`src/rtl/uart_pre_pkg.sv`:
```
// Shared sizes and the format record for the preamble-capable transmitter.
// Assumes data lengths from DATA_MIN to DATA_MIN + 2**CODE_W - 1.
package uart_pre_pkg;
    localparam int DATA_MIN  = 5;
    localparam int CODE_W    = 2;
    localparam int DATA_MAX  = DATA_MIN + (1 << CODE_W) - 1;
    localparam int FRAME_MAX = 1 + DATA_MAX + 1 + 2;
    localparam int CNT_W     = $clog2(FRAME_MAX + 1);

    typedef struct packed {
        logic [CODE_W-1:0] len_code;
        logic              par_en;
        logic              par_odd;
        logic              stop2;
    } fmt_t;
endpackage

```
`src/rtl/uart_pre_frame.sv`:
```
// Builds one frame image, least significant bit sent first, and its length in
// baud intervals. For a preamble the image is all ones with the same length.
// Purely combinational; assumes the format is stable while a load happens.
module uart_pre_frame
    import uart_pre_pkg::*;
(
    input  fmt_t                 fmt,
    input  logic [DATA_MAX-1:0]  data,
    input  logic                 preamble,
    output logic [FRAME_MAX-1:0] frame,
    output logic [CNT_W-1:0]     len
);
    logic [CNT_W-1:0]     nbits;
    logic [DATA_MAX-1:0]  mask;
    logic                 par_bit;
    logic [FRAME_MAX-1:0] char_bits;

    assign nbits = CNT_W'(DATA_MIN) + CNT_W'(fmt.len_code);

    // One mask bit per data position, set when that position is in use.
    for (genvar gi = 0; gi < DATA_MAX; gi++) begin : g_mask
        assign mask[gi] = (CNT_W'(gi) < nbits);
    end

    // Parity over the used data bits only; odd sense inverts it.
    assign par_bit = (^(data & mask)) ^ fmt.par_odd;

    // Place start bit, data bits and optional parity; the rest stay ones (stop).
    always_comb begin
        char_bits    = '1;
        char_bits[0] = 1'b0;
        for (int i = 0; i < DATA_MAX; i++) begin
            if (mask[i]) char_bits[1 + i] = data[i];
        end
        if (fmt.par_en) char_bits[CNT_W'(1) + nbits] = par_bit;
    end

    // Start + data + parity + stop bits.
    assign len   = CNT_W'(2) + nbits + CNT_W'(fmt.par_en) + CNT_W'(fmt.stop2);
    assign frame = preamble ? '1 : char_bits;
endmodule

```
`src/rtl/uart_pre_shift.sv`:
```
// Shift register and bit counter that put a loaded frame on the line, one bit
// per baud tick. A frame cannot be cancelled once loaded. Assumes the
// controller loads only when idle or during the last bit of a frame.
module uart_pre_shift
    import uart_pre_pkg::*;
(
    input  logic                 clk,
    input  logic                 rst_n,
    input  logic                 tick,
    input  logic                 load,
    input  logic [FRAME_MAX-1:0] load_frame,
    input  logic [CNT_W-1:0]     load_len,
    output logic                 line,
    output logic                 active,
    output logic                 last
);
    logic [FRAME_MAX-1:0] sh_q;
    logic [CNT_W-1:0]     cnt_q;

    // Load a new frame, advance one bit, or fall idle, all on baud ticks only.
    always_ff @(posedge clk) begin
        if (!rst_n) begin
            sh_q   <= '1;
            cnt_q  <= '0;
            active <= 1'b0;
        end else if (tick) begin
            if (load) begin
                sh_q   <= load_frame;
                cnt_q  <= load_len;
                active <= 1'b1;
            end else if (active) begin
                if (cnt_q == CNT_W'(1)) begin
                    sh_q   <= '1;
                    cnt_q  <= '0;
                    active <= 1'b0;
                end else begin
                    sh_q  <= {1'b1, sh_q[FRAME_MAX-1:1]};
                    cnt_q <= cnt_q - CNT_W'(1);
                end
            end
        end
    end

    assign last = active && (cnt_q == CNT_W'(1));
    assign line = active ? sh_q[0] : 1'b1;

    // the remaining-bit count never exceeds the longest frame.
    a_r4_cnt_range: assert property (@(posedge clk) disable iff (!rst_n)
        cnt_q <= CNT_W'(FRAME_MAX));

    // a frame that is not in its last bit is still running one cycle later.
    a_r10_no_abort: assert property (@(posedge clk) disable iff (!rst_n)
        (active && !last) |=> active);

    // a load never lands in the middle of a frame.
    a_r10_load_slot: assert property (@(posedge clk) disable iff (!rst_n)
        (load && tick) |-> (!active || last));
endmodule

```
`src/rtl/uart_pre_ctrl.sv`:
```
// Decides at each load slot whether to start a preamble or a character, and
// handles the byte handshake. Assumes the source holds a byte and its flags
// stable until in_ready takes it.
module uart_pre_ctrl (
    input  logic clk,
    input  logic rst_n,
    input  logic tick,
    input  logic active,
    input  logic last,
    input  logic in_valid,
    input  logic in_first,
    input  logic in_pre,
    output logic in_ready,
    output logic load,
    output logic sel_pre
);
    logic pre_done_q;
    logic slot;

    assign slot     = tick && (!active || last);
    assign sel_pre  = in_valid && in_first && in_pre && !pre_done_q;
    assign load     = slot && in_valid;
    assign in_ready = slot && !sel_pre;

    // Remember that the waiting byte's preamble is out; forget it once taken.
    always_ff @(posedge clk) begin
        if (!rst_n) begin
            pre_done_q <= 1'b0;
        end else if (in_valid && in_ready) begin
            pre_done_q <= 1'b0;
        end else if (load && sel_pre) begin
            pre_done_q <= 1'b1;
        end
    end

    // after a preamble is loaded the same byte is taken at the next slot.
    a_r5_one_preamble: assert property (@(posedge clk) disable iff (!rst_n)
        (load && sel_pre) |=> !sel_pre);
endmodule

```
`src/rtl/uart_pre_tx.sv`:
```
// Top of the preamble-capable serial transmitter. Joins the frame builder,
// the load controller and the shifter. Assumes baud_tick is one cycle wide
// and the format inputs change only while busy is low.
module uart_pre_tx
    import uart_pre_pkg::*;
(
    input  logic                clk,
    input  logic                rst_n,
    input  logic                baud_tick,
    input  logic [CODE_W-1:0]   cfg_len_code,
    input  logic                cfg_par_en,
    input  logic                cfg_par_odd,
    input  logic                cfg_stop2,
    input  logic                in_valid,
    input  logic [DATA_MAX-1:0] in_data,
    input  logic                in_first,
    input  logic                in_pre,
    output logic                in_ready,
    output logic                tx_line,
    output logic                busy
);
    fmt_t                 fmt;
    logic [FRAME_MAX-1:0] frame;
    logic [CNT_W-1:0]     len;
    logic                 load;
    logic                 sel_pre;
    logic                 active;
    logic                 last;

    assign fmt = '{len_code: cfg_len_code, par_en: cfg_par_en,
                   par_odd: cfg_par_odd, stop2: cfg_stop2};

    uart_pre_frame u_frame (
        .fmt      (fmt),
        .data     (in_data),
        .preamble (sel_pre),
        .frame    (frame),
        .len      (len)
    );

    uart_pre_ctrl u_ctrl (
        .clk      (clk),
        .rst_n    (rst_n),
        .tick     (baud_tick),
        .active   (active),
        .last     (last),
        .in_valid (in_valid),
        .in_first (in_first),
        .in_pre   (in_pre),
        .in_ready (in_ready),
        .load     (load),
        .sel_pre  (sel_pre)
    );

    uart_pre_shift u_shift (
        .clk        (clk),
        .rst_n      (rst_n),
        .tick       (baud_tick),
        .load       (load),
        .load_frame (frame),
        .load_len   (len),
        .line       (tx_line),
        .active     (active),
        .last       (last)
    );

    assign busy = active;

    // without a baud tick the line holds its value.
    a_r9_line_on_tick: assert property (@(posedge clk) disable iff (!rst_n)
        !baud_tick |=> $stable(tx_line));

    // a taken byte puts the low start bit on the line next cycle.
    a_r2_start_bit: assert property (@(posedge clk) disable iff (!rst_n)
        (in_valid && in_ready) |=> !tx_line);

    // a preamble load keeps the line high.
    a_r5_pre_high: assert property (@(posedge clk) disable iff (!rst_n)
        (load && sel_pre) |=> (tx_line && busy));

    // the handshake only completes on a baud tick.
    a_r10_ready_tick: assert property (@(posedge clk) disable iff (!rst_n)
        in_ready |-> baud_tick);
endmodule

```
`config.mk`:
```
export PLATFORM = sky130hd
export DESIGN_NAME = uart_pre_tx
export DESIGN_NICKNAME = d
export VERILOG_FILES = /design/src/rtl/uart_pre_pkg.sv /design/src/rtl/uart_pre_frame.sv /design/src/rtl/uart_pre_shift.sv /design/src/rtl/uart_pre_ctrl.sv /design/src/rtl/uart_pre_tx.sv
export SDC_FILE = /design/constraint.sdc
export NUM_CORES = 1
export LEC_CHECK = 0
export ABC_AREA = 0
export BUFFER_PORTS_ARGS = -buffer_cell sky130_fd_sc_hd__buf_2
export CAP_MARGIN = 20
export CORE_UTILIZATION = 40
export CTS_CLUSTER_DIAMETER = 60
export CTS_CLUSTER_SIZE = 40
export DETAILED_ROUTE_END_ITERATION = 10
export PLACE_DENSITY = 0.56
export SLEW_MARGIN = 10
export SYNTH_ARGS = -nofsm -noshare
export SYNTH_HDL_FRONTEND = slang
export SYNTH_SLANG_ARGS = --single-unit
```
`constraint.sdc`:
```
create_clock -name clk -period 2.4 [get_ports clk]
set_input_delay 0 -clock clk [delete_from_list [all_inputs] [get_ports clk]]
set_output_delay 0 -clock clk [all_outputs]
set_load 0.02 [all_outputs]
```
After elaboration in Yosys (flattened, before gate mapping)
Index checks and enable logic that the tools add are counted.
- register bits after elaboration: 18
- bits of input ports: 19
- output and inout bits: 3
- logic and storage cells: 65
- add/subtract/negate cells: 6
- $lt $le $gt $ge: 10
- eq/ne operators: 1
- muxes and demuxes: 23
- bitwise logic cells: 3
- reduce and logical (&&, ||, !) cells: 18
- operators by type and width (cell ; count):
    $mux W12 ; 4
    $lt A3 B4 Y1 const A ; 4
    $mux W1 ; 13
    $bwmux W12 ; 1
    $mux W4 ; 3
    $mux W11 ; 1
    $logic_and A1 B1 Y1 ; 10
    $add A4 B1 Y4 ; 2
    $and A8 B8 Y8 ; 1
    $lt A1 B4 Y1 const A ; 2
    $lt A2 B4 Y1 const A ; 2
    $reduce_xor A8 Y1 ; 1
    $lt A4 B5 Y1 const B ; 1
    $add A1 B4 Y4 const A ; 1
    $add A2 B4 Y4 const A ; 1
    $add A3 B2 Y4 const A ; 1
    $demux W1 S4 ; 1
    $eq A4 B1 Y1 const B ; 1
    $ge A4 B1 Y1 const B ; 1
    $sub A4 B1 Y4 const B ; 1
    $logic_not A1 Y1 ; 3
    $reduce_and A2 Y1 ; 1
    $reduce_bool A2 Y1 ; 1
    $reduce_or A2 Y1 ; 1
    3 further kinds ; 3

Longest topological paths before layout
Gate-level depths: netlist of the first run.
- word-level depth: 10
- mapped depth: 10

By module
From an unflattened synthesis of the first run, not the netlist that was laid out.
- cell total of the unflattened synthesis: 185
- area total of the unflattened synthesis: 1496.4 µm²
- by module, submodules not included (module ; instances ; cells an instance ; area an instance (µm²)):
    uart_pre_shift ; 1 ; 106 ; 897.1
    uart_pre_frame ; 1 ; 69 ; 521.8
    uart_pre_ctrl ; 1 ; 10 ; 77.6

Worst setup path after synthesis of the first run
Ideal clock, no wire load.
- kind: reg2reg
- from: register u_shift.cnt_q[0]
- to: register u_shift.sh_q[8]
- data arrival time: 1958 ps
- data required time: 2278 ps
- path slack: 320 ps
- cell stages (with the launch flop): 8
- path buffers: 1
- clock period less this slack: 2080 ps
- cell sequence: dfxtp_1 -> ha_1 -> or3b_1 -> buf_6 -> a211oi_4 -> nand2_2 -> or3_1 -> a221o_1
- word-level cells in the longest chain between the ends: 7
- ends and longest elaborated chain (element ; line ; source):
    from (decl) ; uart_pre_shift.sv:18 ; logic [CNT_W-1:0] cnt_q;
    from (signal assigned) ; uart_pre_shift.sv:29 ; cnt_q <= load_len;
    from (signal assigned) ; uart_pre_shift.sv:38 ; cnt_q <= cnt_q - CNT_W'(1);
    $eq A4 B1 Y1 (*) ; uart_pre_shift.sv:32, uart_pre_shift.sv:44 ;
    $logic_and A1 B1 Y1 ; uart_pre_shift.sv:44 ; assign last = active && (cnt_q == CNT_W'(1));
    $logic_or A1 B1 Y1 ; uart_pre_ctrl.sv:20 ; assign slot = tick && (!active || last);
    $logic_and A1 B1 Y1 ; uart_pre_ctrl.sv:20 ;
    $logic_and A1 B1 Y1 ; uart_pre_ctrl.sv:22 ; assign load = slot && in_valid;
    $reduce_bool A2 Y1 (no line) ; n/a ;
    $reduce_and A2 Y1 (no line) ; n/a ;
    to (signal assigned) ; uart_pre_shift.sv:28 ; sh_q <= load_frame;
    to (signal assigned) ; uart_pre_shift.sv:37 ; sh_q <= {1'b1, sh_q[FRAME_MAX-1:1]};
    to (decl) ; uart_pre_shift.sv:17 ; logic [FRAME_MAX-1:0] sh_q;
Mark *: on every way between the ends. The rest lies on a longest branch, timed or not. The select of a mux whose other input is x is not followed.
A chain may end at the register's enable or synchronous reset.

Worst setup path in the final report of the first run
Ends and elaborated chain as after synthesis.

==> impl_results.md, run 1 <==
- Status: finished, final reports clean
- R2r setup slk: 0.17 ns
- Cell area after synthesis: 1373 µm²
- PostCTS Resize Cnt: 0
- Drt first pass iters: 4
- Ant diodes: 0
- Post-synth top cells: nand2_1, dfxtp_1, o21ai_0, a21oi_1, ha_1
- Final hold violation count: 0
- Worst-Margin Slew: 0.6146 ns
- Most used DFF post-synth: dfxtp_1
- 1st-iter DRT viols: 100
- H-tree levels: 1
- Drt drc: 0
- Critical Path Sink Type: register
- Clk_skew: 0.006814 ns
- Post-DP HPWL: 2789 µm
- Synth Area per Inst: 7.934 µm²
- Crit Path Class: register to register
- Crit Path Max Fanout: 8
- CTS max path bufs: 2
- CTS tree: yes
- Synth warnings: 0
- Hold_ws: 0.006601 ns
- FP Rows: 20
- Sequential cell area fraction in the yosys report: 0.2625
- Seq cells post-synth: 18
- Fin. max-slew vios: 0
- Initial core utilization: 0.4353
- Vias: 1,343
- Fin Setup TNS: 0 ns
- Relative slew slack: 0.5875
- Fraction of registers with async set/reset: 0
- Synth Instances: 173
- Filler cells: 333
- Yosys top cell by area: dfxtp_1
- # nets final: 228
- Initial antenna violation count: 0
- Achievable frequency: 448.6 MHz
- Syn_nets: 205
- Synth top area share: 0.2625
- Vias in the first global route: 1,243
- Max cap viols: 0
- Chip height: 60.58 µm
- # setup viols final: 0
- Worst EP required: 2.60 ns
- Count of cell types in the netlist: 48
- Most area-consuming cells after synthesis: dfxtp_1, ha_1, o21ai_0
- RSZ-0062 raised after global routing: false
- Clk sink count: 18
- First-pass GRT wire length: 5927 µm
- Clock root cell: clkbuf_4
- WP data arrival: 2.43 ns
- Layout cells sized above 1: 0.1897
- Largest net degree at the start of global routing: 13
- Vias per cell: 5.619
- Area delta synth->final: 16.04%
- RePlAce Congestion: 0.9483
- Total track usage: 0.2209
- Min-Delay Path Class: primary input to register
- Reg area: 360.3 µm²
- Post-synth EDFFs: 0
- P_leak: 0.6488 nW
- Port Buffers: 21
- Post-route ant nets: 0
- Worst skew pair latency: 0.30 ns
- Pwr/cell area: 505.8 nW/µm²
- Final cycle utilization of the critical path: 0.9289
- Final min period: 2.229 ns
- Startpoint type of the worst setup path: register
- CTS clk-pin slew, worst paths: 0.12 ns
- Core ar.: 3153 µm²
- CTS buffer count: 3
- VDD IR max: 0.2889 mV
- Most frequent cell after synthesis: nand2_1
- Area of the multi-input gates: 924.6 µm²
- Grt total ovfl: 0
- Avg WL per Cell: 14.77 µm
- DIE AREA: 3670 µm²
- Ports: 22
- Total Wirelength: 3530 µm
- Die Wd: 60.58 µm
[kinds of logic (layout without fill, tap and decap cells)]
logic type / after synthesis / after routing / share of synthesized area
and+or+nand+nor: 55 / 55 / 0.1987
DFF: 18 / 18 / 0.2625
buffers and inverters: 21 / 43 / 0.06381
muxes: 2 / 2 / 0.01459
adders and majority gates: 13 / 13 / 0.1240
AOI/OAI and AO/OA: 54 / 54 / 0.2625
xor gates and xnor gates: 10 / 10 / 0.07384
[routing by layer]
layer  wire length (µm)  share of wire  global-route usage  vias up
met5                  0              0                   0        -
met4                 37          0.010             0.07143        0
met3                197          0.056             0.03838        4
met2               1666           0.47              0.3501       47
met1               1628           0.46              0.3052      632
li1                   -              -                   -      660
[per-stage QoR]
stage / area [µm²] / utilization / total power, W / std cells / setup WS [ns]
2_1_floorplan: 1373 / - / 0.0005206 / 173 / 0.3203
3_3_place_gp: 1536 / 0.4873 / 0.0006085 / 233 / 0.2254
3_5_place_dp: 1536 / 0.4873 / 0.0006091 / 233 / 0.1964
4_1_cts: 1593 / 0.5052 / 0.0008084 / 239 / 0.1709
5_1_grt: 1593 / 0.5052 / 0.0008543 / 239 / 0.009485
6_report: 1593 / 0.5052 / 0.0008056 / 239 / 0.1707
[placed cells by master, fill, tap and decap left out, types with 2 or more instances in the layout]
| cell | synthesis | final |
|---|---|---|
| mux2i_1 | 2 | 2 |
| xor2_1 | 2 | 2 |
| o21ai_0 | 17 | 17 |
| nand2b_1 | 2 | 2 |
| dfxtp_1 | 18 | 18 |
| inv_1 | 11 | 11 |
| buf_2 | 1 | 21 |
| ha_1 | 12 | 12 |
| nand3_1 | 4 | 4 |
| xnor2_1 | 7 | 7 |
| nor3_1 | 8 | 8 |
| a211oi_1 | 3 | 3 |
| buf_4 | 0 | 4 |
| o21bai_1 | 3 | 3 |
| nand2_1 | 20 | 20 |
| nor2b_1 | 2 | 2 |
| nor2_1 | 7 | 7 |
| dlygate4sd3_1 | 0 | 2 |
| a21oi_1 | 13 | 13 |
| or3_1 | 2 | 2 |
| nor3b_1 | 2 | 2 |
| clkbuf_4 | 0 | 3 |
| a32oi_1 | 3 | 3 |
[worst max-delay path, stage by stage, from the launching register on]
cell       delay, ns
dfxtp_1         0.41
ha_1            0.19
or3b_1          0.47
a211o_2         0.45
a2111oi_2       0.23
nor2_1          0.08
a221o_1         0.28
[state kept, by name, summed over array words and instances, names as in the netlist]
register,count
u_shift.sh_q,12
u_shift.active,1
u_ctrl.pre_done_q,1
u_shift.cnt_q,4
[report_power, final]
group | leakage (nW) | total (W) | switching [W] | internal [W]
registers | 0.148 | 0.000337 | 0.0000173 | 0.000319
logic | 0.480 | 0.000271 | 0.000155 | 0.000116
clock network | 0.0210 | 0.000198 | 0.000106 | 0.0000925
total | 0.649 | 0.000806 | 0.000278 | 0.000528
[final timing paths]
check	startpoint	end	cells past startpoint
min	in_data[2]	u_shift.sh_q[3]	3
max reg2reg	u_shift.cnt_q[0]	u_shift.sh_q[8]	6
max	u_shift.cnt_q[0]	u_shift.sh_q[8]	6
min reg2reg	u_shift.cnt_q[1]	u_shift.cnt_q[1]	2
[layout make-up]
cell class	instances	share of cell area
well taps	44	0.03456
inverters	11	0.02592
multi-input cells	134	0.5805
flip-flops and latches	18	0.2262
clock buffers	4	0.02278
repair buffers	28	0.1100
[what timing repair did]
| action | in CTS | in global routing |
|---|---|---|
| hold buffers | 2 | 0 |
| setup buffers | 0 | 0 |
| endpoints found under the hold margin | 3 | 0 |
| endpoints found under the setup margin | 0 | 0 |
Note: power is estimated with default switching activity, not from simulation.
==> inputs of run 2 (changes only) <==
==> constraint.sdc (replaced) <==
create_clock -name clk -period 2.4 [get_ports clk]
set_input_delay 0.48 -clock clk [delete_from_list [all_inputs] [get_ports clk]]
set_output_delay 0.48 -clock clk [all_outputs]
set_load 0.02 [all_outputs]
==> impl_results.md, run 2 (synthesis results as in run 1) <==
- Status: finished, final reports clean (unchanged)
- # nets final: 232 (was 228)
- Total track usage: 0.2162 (was 0.2209)
- Crit Path Class: register to register (unchanged)
- Max cap viols: 0 (unchanged)
- Largest registers: u_shift.sh_q: 12 flops, u_shift.cnt_q: 4 flops (unchanged)
- Grt total ovfl: 0 (unchanged)
- Worst skew pair latency: 0.29 ns (was 0.30 ns)
- PostCTS Resize Cnt: 0 (unchanged)
- Area delta synth->final: 15.95% (was 16.04%)
- Worst-Margin Slew: 0.5873 ns (was 0.6146 ns)
- Startpoint type of the worst setup path: register (unchanged)
- Commonest non-fill, non-tap cell in the layout: buf_2 (unchanged)
- Post-DP HPWL: 2807 µm (was 2789 µm)
- CTS max path bufs: 2 (unchanged)
- Cts hold-fix bufs: 0 (was 2)
- 1st-iter DRT viols: 67 (was 100)
- Port Buffers: 21 (unchanged)
- # setup viols final: 0 (unchanged)
- Most frequent cells in the layout: buf_2, nand2_1, dfxtp_1, o21ai_0, a21oi_1 (unchanged)
- Fin Setup TNS: 0 ns (unchanged)
- Tot Pwr: 0.0007629 W (was 0.0008056 W)
- First-pass GRT wire length: 5830 µm (was 5927 µm)
- RePlAce Congestion: 0.8135 (was 0.9483)
- Pwr/cell area: 479.4 nW/µm² (was 505.8 nW/µm²)
- Fin. max-slew vios: 0 (unchanged)
- Drt first pass iters: 4 (unchanged)
- Relative slew slack: 0.6085 (was 0.5875)
- FP Rows: 20 (unchanged)
- Initial antenna violation count: 0 (unchanged)
- # Post-CTS Setup Buffers: 0 (unchanged)
- Fin cells: 242 (was 239)
- Min-Delay Path Class: primary input to register (unchanged)
- Achievable frequency: 431.7 MHz (was 448.6 MHz)
- Final hold violation count: 0 (unchanged)
- Worst EP required: 2.59 ns (was 2.60 ns)
- Most flops, register: u_shift.sh_q (unchanged)
- DIE AREA: 3670 µm² (unchanged)
- Vias in the first global route: 1,291 (was 1,243)
- Final cycle utilization of the critical path: 0.9652 (was 0.9289)
- CTS clk-pin slew, worst paths: 0.10 ns (was 0.12 ns)
- Worst slack, placed: -0.07201 ns (was 0.1964 ns)
- Core ar.: 3153 µm² (unchanged)
- VDD IR max: 0.3159 mV (was 0.2889 mV)
- Drt drc: 0 (unchanged)
- P_leak: 0.6578 nW (was 0.6488 nW)
- Filler cells: 332 (was 333)
- Crit Path Max Fanout: 8 (unchanged)
- Ports: 22 (unchanged)
- Core Util, Final: 0.5048 (was 0.5052)
- Critical Path Sink Type: register (unchanged)
- Vias: 1,329 (was 1,343)
- Largest net degree at the start of global routing: 18 (was 13)
- H-tree levels: 1 (unchanged)
- RSZ-0062 raised after global routing: false (unchanged)
- Die Wd: 60.58 µm (unchanged)
- Max reg flops: 12 (unchanged)
- Clk_skew: 0.0007449 ns (was 0.006814 ns)
- CTS tree: yes (unchanged)
- Clk sink count: 18 (unchanged)
- Chip height: 60.58 µm (unchanged)
- Vias per cell: 5.492 (was 5.619)
- Initial core utilization: 0.4353 (unchanged)
- Final min period: 2.317 ns (was 2.229 ns)
- Ant diodes: 0 (unchanged)
- Total Wirelength: 3572 µm (was 3530 µm)
- Post-route ant nets: 0 (unchanged)
- Avg WL per Cell: 14.76 µm (was 14.77 µm)
- Layout cells sized above 1: 0.2121 (was 0.1897)
- CTS buffer count: 3 (unchanged)
- Placed cell count: 239 (was 233)
- WP data arrival: 2.51 ns (was 2.43 ns)
- Clock root cell: clkbuf_4 (unchanged)
- Fin worst setup slack: 0.08344 ns (was 0.1707 ns)
run 2: cell types whose count changed in the layout (fill, tap and decap cells not counted), sizes merged:
| cell | before | now |
|---|---|---|
| buf | 26 | 32 |
| dlygate4sd3 | 2 | 0 |
| clkbuf | 4 | 3 |
run 2: per-stage QoR:
stage | hold slack (ns) | cell area, µm²
after detailed placement | 0.4586 | 1569
after floorplan | 0.4297 | 1373
after CTS | 0.4412 | 1592
after global routing | 0.4334 | 1592
final | 0.4481 | 1592
after global placement | 0.4505 | 1569
run 2: final cells by class:
class,instances,area [µm²],share of cell area
multi-input combinational,134,924.6,0.5810
sequential,18,360.3,0.2264
timing repair buffer,32,187.7,0.1179
tap,44,55.05,0.03459
inverter,11,41.29,0.02594
clock buffer,3,22.52,0.01415
run 2: final timing paths:
kind | from | end | slack (ns) | cells past startpoint
min reg2reg | u_shift.cnt_q[1] | u_shift.cnt_q[1] | 0.48 | 2
max reg2reg | u_shift.cnt_q[0] | u_shift.sh_q[8] | 0.08 | 6
min | rst_n | u_shift.sh_q[11] | 0.45 | 2
max | u_shift.cnt_q[0] | u_shift.sh_q[8] | 0.08 | 6
run 2: worst max-delay path, cell delays in order, from the launching register on:
cell	delay, ns
dfxtp_1	0.42
ha_1	0.22
or3b_1	0.48
a211o_2	0.47
a2111oi_2	0.25
nor2_1	0.09
a221o_1	0.29
run 2: metal layers:
layer | global-route usage | vias up | share of wire
li1 | - | 669 | -
met1 | 0.2848 | 632 | 0.50
met2 | 0.3736 | 26 | 0.46
met3 | 0.04478 | 2 | 0.038
met4 | 0.02922 | 0 | 0.0028
met5 | 0 | - | 0
run 2: where the power goes:
part / internal, W / leakage [nW] / switching [W]
clock: 0.0000585 / 0.0138 / 0.0000944
combinational: 0.000114 / 0.496 / 0.000159
sequential: 0.000319 / 0.148 / 0.0000173
